$ cat config.mk
export PLATFORM = sky130hd
export DESIGN_NAME = mws_sequencer
export DESIGN_NICKNAME = d
export VERILOG_FILES = /design/src/rtl/mws_pkg.sv /design/src/rtl/mws_ctrl.sv /design/src/rtl/mws_datapath.sv /design/src/rtl/mws_sequencer.sv
export SDC_FILE = /design/constraint.sdc
export NUM_CORES = 2
export LEC_CHECK = 0
export ABC_CLOCK_PERIOD_IN_PS = 2600
export CORE_MARGIN = 5
export CORE_UTILIZATION = 45
export DETAILED_ROUTE_END_ITERATION = 10
export DONT_BUFFER_PORTS = 1
export GPL_ROUTABILITY_DRIVEN = 0
export SLEW_MARGIN = 30
export SYNTH_ARGS = -nofsm -noshare
export SYNTH_HDL_FRONTEND = slang
export SYNTH_SLANG_ARGS = --single-unit
$ cat constraint.sdc
create_clock -name clk -period 2.6 [get_ports clk]
set_input_delay 0.26 -clock clk [delete_from_list [all_inputs] [get_ports clk]]
set_output_delay 0.26 -clock clk [all_outputs]
set_load 0.02 [all_outputs]
$ cat src/rtl/mws_pkg.sv
package mws_pkg;
  localparam logic [3:0] OP_WAIT   = 4'b0010;
  localparam logic [3:0] OP_SLICE  = 4'b0011;
  localparam logic [3:0] OP_MEMRD  = 4'b0100;
  localparam logic [3:0] OP_MEMWR  = 4'b0101;
  localparam logic [3:0] OP_FIFORD = 4'b0110;
  localparam logic [3:0] OP_FIFOWR = 4'b0111;

  typedef enum logic [1:0] {
    SRC_NONE,
    SRC_SLICE,
    SRC_MEM,
    SRC_FIFO
  } busSrc_e;

  typedef struct packed {
    busSrc_e busSrc;
    logic    busOe;
    logic    memWe;
    logic    fifoRd;
    logic    fifoWr;
    logic    moveCyc;
    logic    ctlA;
    logic    ctlB;
  } strobes_t;
endpackage

$ cat src/rtl/mws_ctrl.sv
module mws_ctrl
  import mws_pkg::*;
#(
  parameter int PC_W  = 7,
  parameter int Y_W   = 4,
  parameter int INS_W = 16
) (
  input  logic             clk,
  input  logic             rst_n,
  input  logic [INS_W-1:0] instr,
  input  logic             matchN,
  output logic [PC_W-1:0]  pc,
  output logic             found,
  output logic             fail,
  output strobes_t         stb
);
  localparam int CNT_W = Y_W + 1;

  logic [3:0]       op;
  logic [CNT_W-1:0] cnt;
  logic [CNT_W-1:0] limit;
  logic             unusedInstr;

  assign op          = instr[INS_W-1 -: 4];
  assign limit       = CNT_W'(instr[8 +: Y_W]) + CNT_W'(4);
  assign unusedInstr = ^{instr[7], instr[3], instr[0]};

  // Program counter, wait window counter and outcome flags
  always_ff @(posedge clk or negedge rst_n) begin
    if (!rst_n) begin
      pc    <= '0;
      cnt   <= '0;
      found <= 1'b0;
      fail  <= 1'b0;
    end else if (op == OP_WAIT) begin
      if (!matchN) begin
        found <= 1'b1;
        fail  <= 1'b0;
        cnt   <= '0;
        pc    <= pc + 1'b1;
      end else if (cnt + 1'b1 == limit) begin
        found <= 1'b0;
        fail  <= 1'b1;
        cnt   <= '0;
        pc    <= instr[PC_W-1:0];
      end else begin
        found <= 1'b0;
        fail  <= 1'b0;
        cnt   <= cnt + 1'b1;
      end
    end else begin
      pc <= pc + 1'b1;
    end
  end

  // Decode into datapath strobes
  always_comb begin
    stb        = '0;
    stb.busSrc = SRC_NONE;
    case (op)
      OP_SLICE: begin
        stb.busSrc = SRC_SLICE;
        stb.busOe  = 1'b1;
      end
      OP_MEMRD: begin
        stb.busSrc = SRC_MEM;
        stb.busOe  = 1'b1;
      end
      OP_MEMWR:  stb.memWe = 1'b1;
      OP_FIFORD: begin
        stb.busSrc = SRC_FIFO;
        stb.busOe  = 1'b1;
        stb.fifoRd = 1'b1;
      end
      OP_FIFOWR: stb.fifoWr = 1'b1;
      default: ;
    endcase
    stb.moveCyc = (op >= OP_SLICE) && (op <= OP_FIFOWR);
    stb.ctlA    = instr[2];
    stb.ctlB    = instr[1];
  end
endmodule

$ cat src/rtl/mws_datapath.sv
module mws_datapath
  import mws_pkg::*;
#(
  parameter int ADDR_REG_W = 48,
  parameter int SLICE_W    = 16,
  parameter int MEM_DEPTH  = 128,
  parameter int SEL_W      = 4
) (
  input  logic                         clk,
  input  strobes_t                     stb,
  input  logic [SEL_W-1:0]             sliceSel,
  input  logic [$clog2(MEM_DEPTH)-1:0] memAddr,
  input  logic [ADDR_REG_W-1:0]        destAddr,
  input  logic [ADDR_REG_W-1:0]        srcAddr,
  input  logic [SLICE_W-1:0]           busIn,
  input  logic [SLICE_W-1:0]           fifoRdData,
  output logic [SLICE_W-1:0]           busOut
);
  localparam int NUM_SLICES = ADDR_REG_W / SLICE_W;
  localparam int NUM_SEL    = 2 * NUM_SLICES;

  logic [SLICE_W-1:0] sliceArr [NUM_SEL];
  logic [SLICE_W-1:0] sliceVal;
  logic [SLICE_W-1:0] mem [MEM_DEPTH];

  // Destination slices first, then source slices
  for (genvar g = 0; g < NUM_SLICES; g++) begin : g_slice
    assign sliceArr[g]              = destAddr[g*SLICE_W +: SLICE_W];
    assign sliceArr[g + NUM_SLICES] = srcAddr[g*SLICE_W +: SLICE_W];
  end

  always_comb begin
    sliceVal = '0;
    for (int s = 0; s < NUM_SEL; s++) begin
      if (sliceSel == SEL_W'(s)) sliceVal = sliceArr[s];
    end
  end

  always_ff @(posedge clk) begin
    if (stb.memWe) mem[memAddr] <= busIn;
  end

  always_comb begin
    case (stb.busSrc)
      SRC_SLICE: busOut = sliceVal;
      SRC_MEM:   busOut = mem[memAddr];
      SRC_FIFO:  busOut = fifoRdData;
      default:   busOut = '0;
    endcase
  end
endmodule

$ cat src/rtl/mws_sequencer.sv
module mws_sequencer
  import mws_pkg::*;
#(
  parameter int PC_W       = 7,
  parameter int INS_W      = 16,
  parameter int ADDR_REG_W = 48,
  parameter int SLICE_W    = 16,
  parameter int MEM_DEPTH  = 128
) (
  input  logic                  clk,
  input  logic                  rst_n,
  output logic [PC_W-1:0]       pcOut,
  input  logic [INS_W-1:0]      instrIn,
  input  logic                  matchN,
  output logic                  matchFound,
  output logic                  matchFail,
  input  logic [ADDR_REG_W-1:0] destAddr,
  input  logic [ADDR_REG_W-1:0] srcAddr,
  input  logic [SLICE_W-1:0]    busIn,
  output logic [SLICE_W-1:0]    busOut,
  output logic                  busOe,
  input  logic [SLICE_W-1:0]    fifoRdData,
  output logic                  fifoRd,
  output logic [SLICE_W-1:0]    fifoWrData,
  output logic                  fifoWr,
  output logic                  ctlAN,
  output logic                  ctlBN
);
  localparam int MEM_AW = $clog2(MEM_DEPTH);

  strobes_t stb;

  mws_ctrl #(.PC_W(PC_W), .Y_W(4), .INS_W(INS_W)) ctrl_i (
    .clk(clk), .rst_n(rst_n), .instr(instrIn), .matchN(matchN),
    .pc(pcOut), .found(matchFound), .fail(matchFail), .stb(stb)
  );

  mws_datapath #(
    .ADDR_REG_W(ADDR_REG_W), .SLICE_W(SLICE_W), .MEM_DEPTH(MEM_DEPTH), .SEL_W(4)
  ) dp_i (
    .clk(clk), .stb(stb), .sliceSel(instrIn[7:4]), .memAddr(instrIn[4 +: MEM_AW]),
    .destAddr(destAddr), .srcAddr(srcAddr), .busIn(busIn),
    .fifoRdData(fifoRdData), .busOut(busOut)
  );

  assign busOe      = stb.busOe;
  assign fifoRd     = stb.fifoRd;
  assign fifoWr     = stb.fifoWr;
  assign fifoWrData = busIn;
  assign ctlAN      = stb.moveCyc ? stb.ctlA : 1'b1;
  assign ctlBN      = stb.moveCyc ? stb.ctlB : 1'b1;
endmodule

## Word-level counts from Yosys, hierarchy flattened

Memory sizes are Yosys's and may differ from the RTL's.
Cells that the tools add are included.

| storage, ports and cells | value |
|---|---|
| register bits after elaboration | 14 |
| RAM bits | 2048 |
| output and inout port bits | 46 |
| memories kept | 1 |
| word-level logic and storage cells | 51 |
| input port bits | 147 |

| operators by class | value |
|---|---|
| $lt $le $gt $ge | 2 |
| mux-type cells | 23 |
| reductions and logical operators | 2 |
| eq/ne operators | 16 |
| add/subtract/negate cells | 3 |

Memory list:

| memory | words | bits a word | read ports | clocked after Yosys merged registers in | wr ports | line | text |
|---|---|---|---|---|---|---|---|
| dp_i.mem | 128 | 16 | 1 | 0 | 1 | mws_datapath.sv:24 | `logic [SLICE_W-1:0] mem [MEM_DEPTH];` |

Operators with widths:

| kind | count |
|---|---|
| $mux 16 | 6 |
| $pmux 16 s3 | 1 |
| $eq 4x3->1 const B | 6 |
| $mux 7 | 3 |
| $eq 4x2->1 const B | 4 |
| $mux 1 | 10 |
| $mux 5 | 2 |
| $pmux 3 s3 | 1 |
| $add 7x1->7 const B | 1 |
| $add 4x3->5 const B | 1 |
| $add 5x1->5 const B | 1 |
| $eq 5x5->1 | 1 |
| $eq 2x2->1 const B | 2 |
| $eq 4x1->1 const B | 1 |
| $ge 4x2->1 const B | 1 |
| $le 4x3->1 const B | 1 |
| $logic_not 4->1 | 1 |
| $ne 3x3->1 const B | 1 |
| $eq 2x1->1 const B | 1 |
| $logic_and 1x1->1 | 1 |

## Logic depth before layout (Yosys ltp)

| logic depth | value |
|---|---|
| word-level depth | 8 |
| gate-level depth with buffers | 11 |
| mapped depth without buffers | 7 |

## Modules after synthesis

Synthesis repeated with hierarchy kept, for this count alone.

| unflattened totals | value |
|---|---|
| cell total of the unflattened synthesis | 4735 |
| area, all modules | 80503.5 um2 |

Modules (own cells, without submodules):

| module | seq. area each (um2) | cells each | area each (um2) | times used |
|---|---|---|---|---|
| mws_datapath | 61499.0 | 4617 | 79423.7 | 1 |
| mws_ctrl | 350.3 | 100 | 947.2 | 1 |
| mws_sequencer | 0.0 | 18 | 132.6 | 1 |

## Worst setup path before layout

Ideal clock, no wire load.

| timing path | value |
|---|---|
| path kind | input to register |
| from | input instrIn[7] |
| to | memory dp_i.mem[74][0] (enable) |
| path slack | -0.435 ns |
| path buffers | 3 |
| arrival time | 2.625 ns |
| stages | 6 |
| library setup time | 0.409 ns |
| required time | 2.191 ns |
| path through | clkbuf_1 clkbuf_1 clkbuf_1 nor2b_1 nand3_1 nor3_1 |

RTL lines:

| item | line | text |
|---|---|---|
| start: declaration | mws_sequencer.sv:13 | `input logic [INS_W-1:0] instrIn,` |
| end: declaration | mws_datapath.sv:24 |  |

No word-level cell before the write port.

## Final worst setup path

| timing path | value |
|---|---|
| from | memory dp_i.mem[64][6] |
| to | output busOut[6] |

| on the way | value |
|---|---|
| cells in the longest elaborated chain, start to end | 2 |

RTL lines:

| item | line | text |
|---|---|---|
| $mem_v2 128x16 | n/a |  |
| $pmux 16 s3 | mws_datapath.sv:44 | `case (stb.busSrc)` |
| end: declaration | mws_sequencer.sv:20 | `output logic [SLICE_W-1:0] busOut,` |

No other way between the ends.

==> summary.txt <==
TIMING
--------------------------------------------------------------------------------------
Setup violators final                                                               16
Crit share post-route                                                             1.36
Count of endpoints failing hold in the final timing report                           0
Max transition margin                                                            0.376
Smallest setup slack after layout                                            -0.929 ns
Transition time at the pin with the least slew margin                         0.936 ns
Max Fclk                                                                       283 MHz
Minimum period implied by the final worst setup slack                          3.53 ns
Final setup TNS                                                              -13.80 ns
Post-route clock skew                                                        0.0250 ns
Number of pins with negative max-slew slack in the final report                      0
RSZ-0062 raised after global routing                                              true
Worst slack on hold paths                                                    0.0932 ns

PLACEMENT
--------------------------------------------------------------------------------------
Post-DP HPWL                                                                    116 mm
Number of port buffers                                                               0
Worst Setup Slack post-DPL                                                    -1.12 ns

SETUP PATH
--------------------------------------------------------------------------------------
Crit path cell chain                                                      mux4_2 > a221o_1 > a21oi_1 > buf_4 > a31oi_1 > buf_4 > nor4_4 > o221ai_1 > buf_4
Critical register-to-register path startpoint                             ctrl_i.cnt[0]
R2r setup slk                                                                  0.19 ns
Worst path required time                                                       2.34 ns
Endpoint class of the critical path                                        output port
Delay contributed by the slowest stage of the critical path                    0.48 ns
Reg-to-Reg End                                                            ctrl_i.pc[1]
Worst EP arrival                                                               3.27 ns
Cell repeated most along the worst path                                   sky130_fd_sc_hd__buf_4
Sort of element at the start of the critical path                                 flop
Crit-path leading delay family                                            compound AO/OA/AOI/OAI gates
Buffers & Inverters on Critical Path                                                 3
Logic depth of the worst register-to-register path                                   7
Type of the worst setup path                                              flop to output port
Library cell contributing the largest single delay on the critical path   sky130_fd_sc_hd__mux4_2
Largest fanout on the critical path                                                  1

ROUTING
--------------------------------------------------------------------------------------
DRC violations left                                                                  0
Antenna-violating nets left                                                          0
Total routed wirelength                                                         220 mm
Detailed-router iteration count before antenna repair                                5
Detailed-route wire length per cell                                            31.5 um
Count of vias placed by the detailed router                                      41900
First-iteration detailed-routing DRC count                                        4814
Vias/cell                                                                         5.98

MIN PATH
--------------------------------------------------------------------------------------
Endpoint of the worst hold-timing path                                    dp_i.mem[82][10]
Class of the most critical hold timing path                               input port to flop
Cell depth of the worst hold path                                                    4
Worst min-delay path startpoint                                            instrIn[10]

FLOORPLANNING
--------------------------------------------------------------------------------------
Chip Width                                                                      435 um
Number of cell rows                                                                156
Y dimension of the die                                                          435 um
Total I/O pin count                                                                193
Die outline area                                                          189000 sq um
Initial standard-cell utilization of the core                                    0.451
Core outline area                                                         180000 sq um

CTS
--------------------------------------------------------------------------------------
TritonCTS clock tree                                                              done
Clock Root Buffer                                                         sky130_fd_sc_hd__clkbuf_16
Reg clk slew, reported paths                                                   0.06 ns
Cts bufs inserted                                                                  201
Maximum buffer depth of the clock tree                                               3
Maximum level of the CTS H-tree                                                      4
Later-pin clock latency in the skew report                                     0.83 ns
TritonCTS sink count                                                              2062

YOSYS
--------------------------------------------------------------------------------------
Mapped cell area                                                           81200 sq um
Number of synthesized register bits                                               2062
Average cell area after synthesis                                           20.0 sq um
EDFF count, synth                                                                 2048
Post-Synthesis Net Count                                                          4212
Top flip-flop cell by instance count after synthesis                      sky130_fd_sc_hd__edfxtp_1
Number of unique standard cell types used by synthesis                              48
Total number of yosys warnings                                                       0
Post-synth ARST share                                                          0.00679
Sequential share of the synthesized area                                         0.762
Instance count of the mapped netlist                                              4062

GLOBAL ROUTING
--------------------------------------------------------------------------------------
Largest net degree at the start of global routing                                  504
Initial antenna violation count                                                     12
Via count of the first global-routing pass                                       41100
Residual overflow from global routing                                                0
First-pass GRT wire length                                                      306 mm
Total routing usage reported by global routing                                   0.222

CELLS AND AREA
--------------------------------------------------------------------------------------
Share of post-route cells with drive strength above 1                            0.301
Area delta synth->final                                                          18.3%
Layout net count                                                                  4615

STATUS
--------------------------------------------------------------------------------------
Run status                                                                finished, violations left
Violations in the final reports                                           negative setup slack

FLOW RUN
--------------------------------------------------------------------------------------
Number of violations of the max-capacitance limit                                    0

PWR
--------------------------------------------------------------------------------------
Maximum ir drop on the vdd rail                                               0.663 mV
Standby leakage power                                                          30.8 nW
Power density of the placed cells                                          716 nW/um^2

==> cells in the final DEF (no fill, tap or decap), types with 7 or more instances in the layout <==
cell,count
sky130_fd_sc_hd__nand2_1,196
sky130_fd_sc_hd__clkbuf_16,220
sky130_fd_sc_hd__nor2b_1,8
sky130_fd_sc_hd__o22ai_1,11
sky130_fd_sc_hd__o21ai_0,46
sky130_fd_sc_hd__nor2_1,73
sky130_fd_sc_hd__mux2_4,7
sky130_fd_sc_hd__mux4_2,384
sky130_fd_sc_hd__o221ai_1,14
sky130_fd_sc_hd__nor4_4,13
sky130_fd_sc_hd__bufinv_16,11
sky130_fd_sc_hd__nor2_4,33
sky130_fd_sc_hd__a31oi_1,56
sky130_fd_sc_hd__a22oi_1,79
sky130_fd_sc_hd__a221o_1,45
sky130_fd_sc_hd__nand3_1,55
sky130_fd_sc_hd__nor2_2,74
sky130_fd_sc_hd__a21oi_2,23
sky130_fd_sc_hd__edfxtp_1,2048
sky130_fd_sc_hd__mux2_2,123
sky130_fd_sc_hd__dlygate4sd3_1,35
sky130_fd_sc_hd__mux2i_1,273
sky130_fd_sc_hd__a21oi_1,92
sky130_fd_sc_hd__a32oi_1,18
sky130_fd_sc_hd__dfrtp_1,14
sky130_fd_sc_hd__clkinv_1,48
sky130_fd_sc_hd__clkbuf_1,59
sky130_fd_sc_hd__and2_1,15
sky130_fd_sc_hd__a31oi_2,9
sky130_fd_sc_hd__nand2b_1,8
sky130_fd_sc_hd__buf_4,253
sky130_fd_sc_hd__buf_12,127
sky130_fd_sc_hd__clkinv_2,23
sky130_fd_sc_hd__buf_16,24
==> cell type report <==
type	instances	area, sq um
fillers	13800	84100
multi-input cells	1738	19000
flip-flops and latches	2062	61800
inverters	2	7.51
diodes	2	5.00
repair buffers	460	5920
well taps	2370	2970
clock buffers	266	5360
clock inverters	104	931
==> what timing repair did <==
| action | 4_1_cts | 5_1_grt |
|---|---|---|
| gates resized for setup | 43 | 52 |
| endpoints found under the setup margin | 16 | 16 |
| setup buffers | 0 | 10 |
| hold endpoints to repair | 2085 | 0 |
| hold buffers | 51 | 0 |
| gates cloned | 0 | 18 |
| pin swaps | 12 | 22 |
==> metrics by stage <==
step	util	area, sq um	power [mW]	instances
after floorplan	-	81600	39.5	4062
after global placement	0.487	87800	40.1	6550
after detailed placement	0.487	87800	40.1	6550
after CTS	0.528	95000	68.6	6967
after global routing	0.533	96100	70.9	7004
final	0.533	96100	68.8	7004
==> flip-flops by register name (all words and copies together) (netlist names) <==
name and count:
ctrl_i.fail 1, ctrl_i.cnt 5, dp_i.mem 2048, ctrl_i.found 1, ctrl_i.pc 7
==> cell families (layout without fill, tap and decap cells) <==
kind of cell / Yosys count / in the layout / synth area share
adder cells (fa/ha/maj): 3 / 3 / 0.000462
buffers and inverters: 262 / 832 / 0.0165
AND/OR/NAND/NOR: 520 / 520 / 0.0276
flip-flops: 2062 / 2062 / 0.762
XOR/XNOR: 8 / 8 / 0.00120
other: 0 / 2 / 0
AO/OA/AOI/OAI: 420 / 420 / 0.0345
multiplexers: 787 / 787 / 0.158
==> how the worst max path moves through the flow <==
stage	cells after the start	from	slack [ns]	to
2_1_floorplan	6	instrIn[7]	-0.43	dp_i.mem[74][0]
3_3_place_gp	9	instrIn[5]	-1.18	busOut[14]
3_5_place_dp	10	instrIn[4]	-1.12	busOut[14]
4_1_cts	9	dp_i.mem[7][14]	-1.05	busOut[14]
5_1_grt	9	dp_i.mem[5][6]	-1.02	busOut[6]
6_report	9	dp_i.mem[64][6]	-0.93	busOut[6]
==> synth_stat cells (all sizes together) (2+ instances only) <==
cell / instances / share of area
a221o: 45 / 0.0055
mux2: 130 / 0.018
nor3: 7 / 0.00043
and3: 3 / 0.00023
a32oi: 19 / 0.0020
edfxtp: 2048 / 0.76
and2: 16 / 0.0012
clkbuf: 93 / 0.0043
dfrtp: 14 / 0.0043
xnor2: 5 / 0.00054
mux4: 384 / 0.11
nor3b: 3 / 0.00028
mux2i: 273 / 0.034
a211oi: 2 / 0.00018
ha: 3 / 0.00046
nand3b: 5 / 0.00046
a21oi: 121 / 0.0075
o22ai: 11 / 0.00085
buf: 167 / 0.012
a221oi: 6 / 0.00065
nor2b: 11 / 0.00085
o221ai: 15 / 0.0016
nor4: 17 / 0.0013
nand2b: 9 / 0.00069
or3: 5 / 0.00039
xnor3: 2 / 0.00055
a22oi: 84 / 0.0078
inv: 2 / 0.000092
nand2: 202 / 0.0093
nor2: 180 / 0.0084
nand3: 56 / 0.0035
o21ai: 47 / 0.0029
a31oi: 66 / 0.0051
==> per-layer routing <==
| layer | share of wire | global-route usage | vias to the layer above |
|---|---|---|---|
| met3 | 0.073 | 0.0382 | 291 |
| li1 | - | - | 17600 |
| met1 | 0.43 | 0.326 | 22300 |
| met2 | 0.48 | 0.351 | 1719 |
| met5 | 0.000059 | 0 | - |
| met4 | 0.023 | 0.0541 | 2 |
==> worst min-delay path, delay by kind of cell <==
kind / cells / cell delay, ns
buf+inv: 1 / 0.14
simple gates: 3 / 0.31
==> report_power, final <==
group          internal [mW]  switching [mW]
sequential              36.6           0.162
combinational           1.70            2.36
clock                   15.6            12.3
total                   53.9            14.9
(Power assumes the default switching activity.)
